$ cat src/rtl/gpio_pkg.sv
package gpio_pkg;

    typedef enum logic [1:0] {
        BANK_PORTS = 2'b00,
        BANK_ONE   = 2'b01,
        BANK_TWO   = 2'b10,
        BANK_BAD   = 2'b11
    } bank_e;

    function automatic logic bank_code_ok(input logic [1:0] code);
        return code != 2'b11;
    endfunction

endpackage

$ cat src/rtl/gpio_in_sync.sv
module gpio_in_sync #(
    parameter int W = 48
) (
    input  logic         clk,
    input  logic         rst_n,
    input  logic [W-1:0] pad_in,
    output logic [W-1:0] synced
);
    typedef struct packed {
        logic [W-1:0] meta;
        logic [W-1:0] stable;
    } sync_t;

    sync_t s_d, s_q;

    always_comb begin
        s_d        = s_q;
        s_d.meta   = pad_in;
        s_d.stable = s_q.meta;
    end

    always_ff @(posedge clk or negedge rst_n) begin
        if (!rst_n) begin
            s_q <= '{meta: '1, stable: '1};
        end else begin
            s_q <= s_d;
        end
    end

    assign synced = s_q.stable;

endmodule

$ cat src/rtl/gpio_port_reg.sv
module gpio_port_reg #(
    parameter int W = 8
) (
    input  logic         clk,
    input  logic         rst_n,
    input  logic         wr_hit,
    input  logic         inhibit,
    input  logic [W-1:0] wdata,
    output logic [W-1:0] pull_low
);
    typedef struct packed {
        logic [W-1:0] data;
    } port_t;

    port_t p_d, p_q;

    always_comb begin
        p_d = p_q;
        if (wr_hit && !inhibit) begin
            p_d.data = wdata;
        end
    end

    always_ff @(posedge clk or negedge rst_n) begin
        if (!rst_n) begin
            p_q <= '0;
        end else begin
            p_q <= p_d;
        end
    end

    assign pull_low = p_q.data;


    masked_hold_chk: assert property (@(posedge clk) disable iff (!rst_n)
        (wr_hit && inhibit) |=> $stable(pull_low));


    write_store_chk: assert property (@(posedge clk) disable iff (!rst_n)
        (wr_hit && !inhibit) |=> (pull_low == $past(wdata)));

endmodule

$ cat src/rtl/gpio_ctrl_reg.sv
module gpio_ctrl_reg
    import gpio_pkg::*;
#(
    parameter int N_PORTS = 6,
    parameter int REG_W   = 8
) (
    input  logic               clk,
    input  logic               rst_n,
    input  logic               wr_hit,
    input  logic [REG_W-1:0]   wdata,
    output logic [N_PORTS-1:0] mask,
    output bank_e              bank,
    output logic               bank_err
);
    localparam int BANK_LSB = REG_W - 2;

    typedef struct packed {
        logic [N_PORTS-1:0] mask;
        bank_e              bank;
        logic               err;
    } ctrl_t;

    ctrl_t c_d, c_q;
    logic [1:0] code_in;

    assign code_in = wdata[BANK_LSB +: 2];

    always_comb begin
        c_d     = c_q;
        c_d.err = 1'b0;
        if (wr_hit) begin
            c_d.mask = wdata[N_PORTS-1:0];
            if (bank_code_ok(code_in)) begin
                c_d.bank = bank_e'(code_in);
            end else begin
                c_d.err = 1'b1;
            end
        end
    end

    always_ff @(posedge clk or negedge rst_n) begin
        if (!rst_n) begin
            c_q <= '{mask: '0, bank: BANK_PORTS, err: 1'b0};
        end else begin
            c_q <= c_d;
        end
    end

    assign mask     = c_q.mask;
    assign bank     = c_q.bank;
    assign bank_err = c_q.err;


    bad_code_keep_chk: assert property (@(posedge clk) disable iff (!rst_n)
        (wr_hit && code_in == 2'b11) |=> ($stable(bank) && bank_err));


    mask_applied_chk: assert property (@(posedge clk) disable iff (!rst_n)
        wr_hit |=> (mask == $past(wdata[N_PORTS-1:0])));


    good_code_chk: assert property (@(posedge clk) disable iff (!rst_n)
        (wr_hit && code_in != 2'b11) |=> (bank == $past(code_in) && !bank_err));

endmodule

$ cat src/rtl/inv_gpio_bank.sv
module inv_gpio_bank
    import gpio_pkg::*;
#(
    parameter int          N_PORTS   = 6,
    parameter int          PORT_W    = 8,
    parameter int          ADDR_W    = 8,
    parameter logic [7:0]  BASE_ADDR = 8'hE0
) (
    input  logic                       clk,
    input  logic                       rst_n,
    input  logic [ADDR_W-1:0]          bus_addr,
    input  logic [PORT_W-1:0]          bus_wdata,
    input  logic                       bus_we,
    input  logic                       bus_re,
    output logic [PORT_W-1:0]          bus_rdata,
    output logic                       bank_err,
    input  logic [N_PORTS*PORT_W-1:0]  pad_in,
    output logic [N_PORTS*PORT_W-1:0]  pad_pull_low
);
    localparam int                TOTAL_W   = N_PORTS * PORT_W;
    localparam logic [ADDR_W-1:0] PORT_BASE = ADDR_W'(BASE_ADDR);
    localparam logic [ADDR_W-1:0] CTRL_ADDR = ADDR_W'(BASE_ADDR + N_PORTS);

    typedef struct packed {
        logic [PORT_W-1:0] rdata;
    } top_t;

    top_t t_d, t_q;

    logic [TOTAL_W-1:0] pad_synced;
    logic [N_PORTS-1:0] inhibit;
    logic [N_PORTS-1:0] addr_is_port;
    logic               addr_is_ctrl;
    logic               ports_open;
    bank_e              bank_sel;

    assign addr_is_ctrl = (bus_addr == CTRL_ADDR);
    assign ports_open   = (bank_sel == BANK_PORTS);

    gpio_in_sync #(.W(TOTAL_W)) u_sync (
        .clk    (clk),
        .rst_n  (rst_n),
        .pad_in (pad_in),
        .synced (pad_synced)
    );

    gpio_ctrl_reg #(.N_PORTS(N_PORTS), .REG_W(PORT_W)) u_ctrl (
        .clk      (clk),
        .rst_n    (rst_n),
        .wr_hit   (bus_we && addr_is_ctrl),
        .wdata    (bus_wdata),
        .mask     (inhibit),
        .bank     (bank_sel),
        .bank_err (bank_err)
    );

    for (genvar p = 0; p < N_PORTS; p++) begin : g_port
        assign addr_is_port[p] = (bus_addr == PORT_BASE + ADDR_W'(p));

        gpio_port_reg #(.W(PORT_W)) u_port (
            .clk      (clk),
            .rst_n    (rst_n),
            .wr_hit   (bus_we && ports_open && addr_is_port[p]),
            .inhibit  (inhibit[p]),
            .wdata    (bus_wdata),
            .pull_low (pad_pull_low[p*PORT_W +: PORT_W])
        );
    end

    always_comb begin
        t_d = t_q;
        if (bus_re) begin
            t_d.rdata = '0;
            if (addr_is_ctrl) begin
                t_d.rdata[N_PORTS-1:0]     = inhibit;
                t_d.rdata[PORT_W-1 -: 2]   = bank_sel;
            end else if (ports_open) begin
                for (int p = 0; p < N_PORTS; p++) begin
                    if (addr_is_port[p]) begin
                        t_d.rdata = ~pad_synced[p*PORT_W +: PORT_W];
                    end
                end
            end
        end
    end

    always_ff @(posedge clk or negedge rst_n) begin
        if (!rst_n) begin
            t_q <= '0;
        end else begin
            t_q <= t_d;
        end
    end

    assign bus_rdata = t_q.rdata;


    closed_bank_read_chk: assert property (@(posedge clk) disable iff (!rst_n)
        (bus_re && (|addr_is_port) && bank_sel != BANK_PORTS) |=> (bus_rdata == '0));


    rdata_hold_chk: assert property (@(posedge clk) disable iff (!rst_n)
        !bus_re |=> $stable(bus_rdata));


    closed_bank_write_chk: assert property (@(posedge clk) disable iff (!rst_n)
        (bus_we && (|addr_is_port) && bank_sel != BANK_PORTS) |=> $stable(pad_pull_low));


    reset_release_chk: assert property (@(posedge clk)
        !rst_n |-> (pad_pull_low == '0 && bus_rdata == '0 && !bank_err));

endmodule

$ cat config.mk
export PLATFORM = sky130hd
export DESIGN_NAME = inv_gpio_bank
export DESIGN_NICKNAME = d
export VERILOG_FILES = /design/src/rtl/gpio_pkg.sv /design/src/rtl/gpio_in_sync.sv /design/src/rtl/gpio_port_reg.sv /design/src/rtl/gpio_ctrl_reg.sv /design/src/rtl/inv_gpio_bank.sv
export SDC_FILE = /design/constraint.sdc
export NUM_CORES = 1
export LEC_CHECK = 0
export CORE_MARGIN = 8
export CORE_UTILIZATION = 70
export CTS_BUF_LIST = sky130_fd_sc_hd__clkbuf_4 sky130_fd_sc_hd__clkbuf_8
export DETAILED_ROUTE_END_ITERATION = 10
export DONT_BUFFER_PORTS = 1
export PLACE_DENSITY = 0.86
export SLEW_MARGIN = 0
export SYNTH_ARGS = -nofsm -noshare
export SYNTH_HDL_FRONTEND = slang
export SYNTH_HIERARCHICAL = 1
export SYNTH_SLANG_ARGS = --single-unit
$ cat constraint.sdc
create_clock -name clk -period 4.6 [get_ports clk]
set_clock_uncertainty 0.05 [all_clocks]
set_input_delay 0.92 -clock clk [delete_from_list [all_inputs] [get_ports clk]]
set_output_delay 0.92 -clock clk [all_outputs]
set_load 0.05 [all_outputs]
==> impl_metrics.tcl <==
set metrics [dict create \
    finalHoldViolCount 0 \
    gp_congestion 0.8760 \
    die-area_mm2 0.01199 \
    clk_pin_slew_worst_paths_ns 0.09 \
    post-cts-setup-buffers 0 \
    cts-buffers-inserted 17 \
    cts_tree "done" \
    path_delay_family "simple AND/OR/NAND/NOR gates" \
    rr_startpoint "u_ctrl/bank[1]$_DFFE_PN0P_" \
    critPathMaxFanout 12 \
    synth_edf_count 0 \
    max_clock_freq_mhz 363.6 \
    ant_nets 0 \
    p_sw_uw 654.0 \
    areaGrowthSynthToFinish_pct 6.521 \
    swShare_pct 25.19 \
    maxCapViolCount 0 \
    critPathBufInv 0 \
    most-common-layout-cells "dfstp_2 (96), dfrtp_1 (65), mux2_4 (54), clkbuf_8 (17), a21oi_1 (16)" \
    synth-main-ff-cell "dfstp_2" \
    clock_latency_ns 0.45 \
    yosys_warnings 6 \
    worst-slew-pin-transition_ns 0.7885 \
    max-vdd-ir-drop_v 0.0003449 \
    setup_viol 0 \
    rsz0062_at_grt "false" \
    io_pins 125 \
    syn-instance-count 373 \
    drive_above_1_share_pct 51.70 \
    grt_pass1_wl_um 19390 \
    core-area_mm2 0.008593 \
    ctsLongestPathBuffers 2 \
    cts_hold_buffers 0 \
    fin_crit_sh_pct 59.78 \
    seq_power_share_pct 58.9 \
    cp-end-kind "flip-flop" \
    worst_r2r_path_depth 5 \
    crit_chain "nand3b_1 > nor4b_4 > nor3b_1 > nor2b_4 > mux2_4" \
    grt_max_degree 162 \
    synth_cell_type_count 41 \
    totalWireLength_um 12430 \
    ctsResizeCount 0 \
    avgViaCountPerCell 6.375 \
    drc_errors 0 \
    port_buffers 0 \
    firstDrtPassIters 4 \
    netlist_area_mm2 0.006121 \
    hp-class "primary input to async pin" \
    tns_ns 0 \
    critPathRequiredTime_ns 4.88 \
    grt_pass1_vias 3359 \
    ys_seq_area_share_pct 67.78 \
    die_w_um 109.5 \
    status "finished clean" \
    diodes 0 \
    grt_use_total_pct 21.86 \
    p_int_mw 1.942 \
    grt_antenna_before_repair 1 \
    wl_per_cell_um 25.32 \
    fp.dieH_um 109.5 \
    arrival_ns 3.03 \
    num_vias 3130 \
    std_cell_rows 34 \
    critPathMaxStageDelay_ns 0.69 \
    synth.avg_cell_area_um2 16.41 \
    syn-num-nets 441 \
    final_common_cell "dfstp_2" \
    finish.utilization_pct 75.87 \
    ys_seq_elements 161 \
    reg2reg_slack_ns 2.62 \
    dpl.hpwl_um 8436 \
    min_period_ns 2.750 \
    clkSinkCount 161 \
    htreeDepth 4 \
    p_per_area_mw_per_mm2 398.2 \
    cts_root_buffer "clkbuf_8" \
    finalNetCount 438 \
    grt_overflow_total 0 \
    timing.rr.end "g_port[3].u_port/pull_low[4]$_DFFE_PN0P_" \
    p_comb_share_pct 1.8 \
    p_clk_share_pct 39.4 \
    worst-setup-path-type "primary input to flip-flop" \
    relSlewSlack_pct 46.86 \
    start_util_pct 71.23 \
    first_iter_violations 255 \
    slowest_stage "nor4b_4" \
    p_leak_nw 2.782 \
    startpoint_type "primary input" \
    async_reset_ff_share_pct 100.0 \
    slew_violations 0 \
]
==> synth_stat cells (all sizes together), types with 7 or more instances <==
cell type   n  area share, %
a21boi      7           0.86
a21oi      16            1.3
a2bb2oi     8            1.1
a32oi      15            2.1
and3        8           0.84
buf        16            2.1
clkbuf      7           0.43
dfrtp      65             27
dfstp      96             41
mux2       54             13
mux2i       8            1.3
nor2b      18            2.7
o21ai      22            1.8
==> metrics by stage <==
step	cell area [um^2]	setup slack [ns]	total power, mW	std cells	hold slack (ns)
finish	6520	1.850	2.596	491	0.1163
global route	6520	1.722	2.692	491	0.07297
CTS	6520	1.863	2.620	491	0.08041
detailed placement	6108	1.393	1.598	459	0.2968
global placement	6108	1.511	1.593	459	0.2961
floorplan	6121	1.864	1.585	373	0.2952
==> worst max-delay path by stage <==
stage / startpoint / endpoint / slack [ns] / cells after the start
3_5_place_dp: bus_addr[3] / g_port[0].u_port/pull_low[2]$_DFFE_PN0P_ / 1.39 / 5
4_1_cts: bus_addr[3] / g_port[0].u_port/pull_low[3]$_DFFE_PN0P_ / 1.86 / 5
6_report: bus_addr[3] / g_port[0].u_port/pull_low[3]$_DFFE_PN0P_ / 1.85 / 5
2_1_floorplan: bus_addr[3] / g_port[0].u_port/pull_low[0]$_DFFE_PN0P_ / 1.86 / 7
5_1_grt: bus_addr[3] / g_port[0].u_port/pull_low[3]$_DFFE_PN0P_ / 1.72 / 5
3_3_place_gp: bus_addr[3] / g_port[0].u_port/pull_low[6]$_DFFE_PN0P_ / 1.51 / 5
==> final cells by class <==
class,instances,area (um^2)
Tap cell,108,135.1
Timing Repair Buffer,1,7.507
Clock buffer,17,234.0
Multi-Input combinational cell,187,1809
Inverter,2,7.507
Clock inverter,15,177.7
Fill cell,496,2073
Sequential cell,161,4149
==> flip-flops by register name (all words and copies together) (netlist names) <==
name	cells
bus_rdata	8
u_sync/s_d	48
u_ctrl/mask	6
u_ctrl/bank	2
g_port.u_port/pull_low	48
u_sync/synced	48
u_ctrl/bank_err	1
==> cells by family (layout without fill, tap and decap cells) <==
kind of cell           Yosys count  in the layout  share of synthesized area, %
DFF                            161            161                         67.78
muxes                           62             62                         14.55
buffers and inverters           25             35                         2.657
and+or+nand+nor                 51             51                         6.807
AOI/OAI and AO/OA               74             74                         8.197
==> layer usage <==
layer  vias up  track usage, %  part of all wire [%]
li1       1322               -                     -
met1      1645           28.02                    39
met2       147           32.43                    49
met3        14           9.613                    10
met4         2           8.100                   1.5
met5         -               0                  0.10
==> power groups by stage <==
stage                     clock, mW  combinational [mW]  sequential (mW)
after floorplan                   0              0.0430             1.54
after global placement            0              0.0439             1.55
after detailed placement          0              0.0452             1.55
after CTS                      1.05              0.0454             1.53
after global routing           1.11              0.0492             1.53
final                          1.02              0.0462             1.53
(Power assumes the default switching activity.)
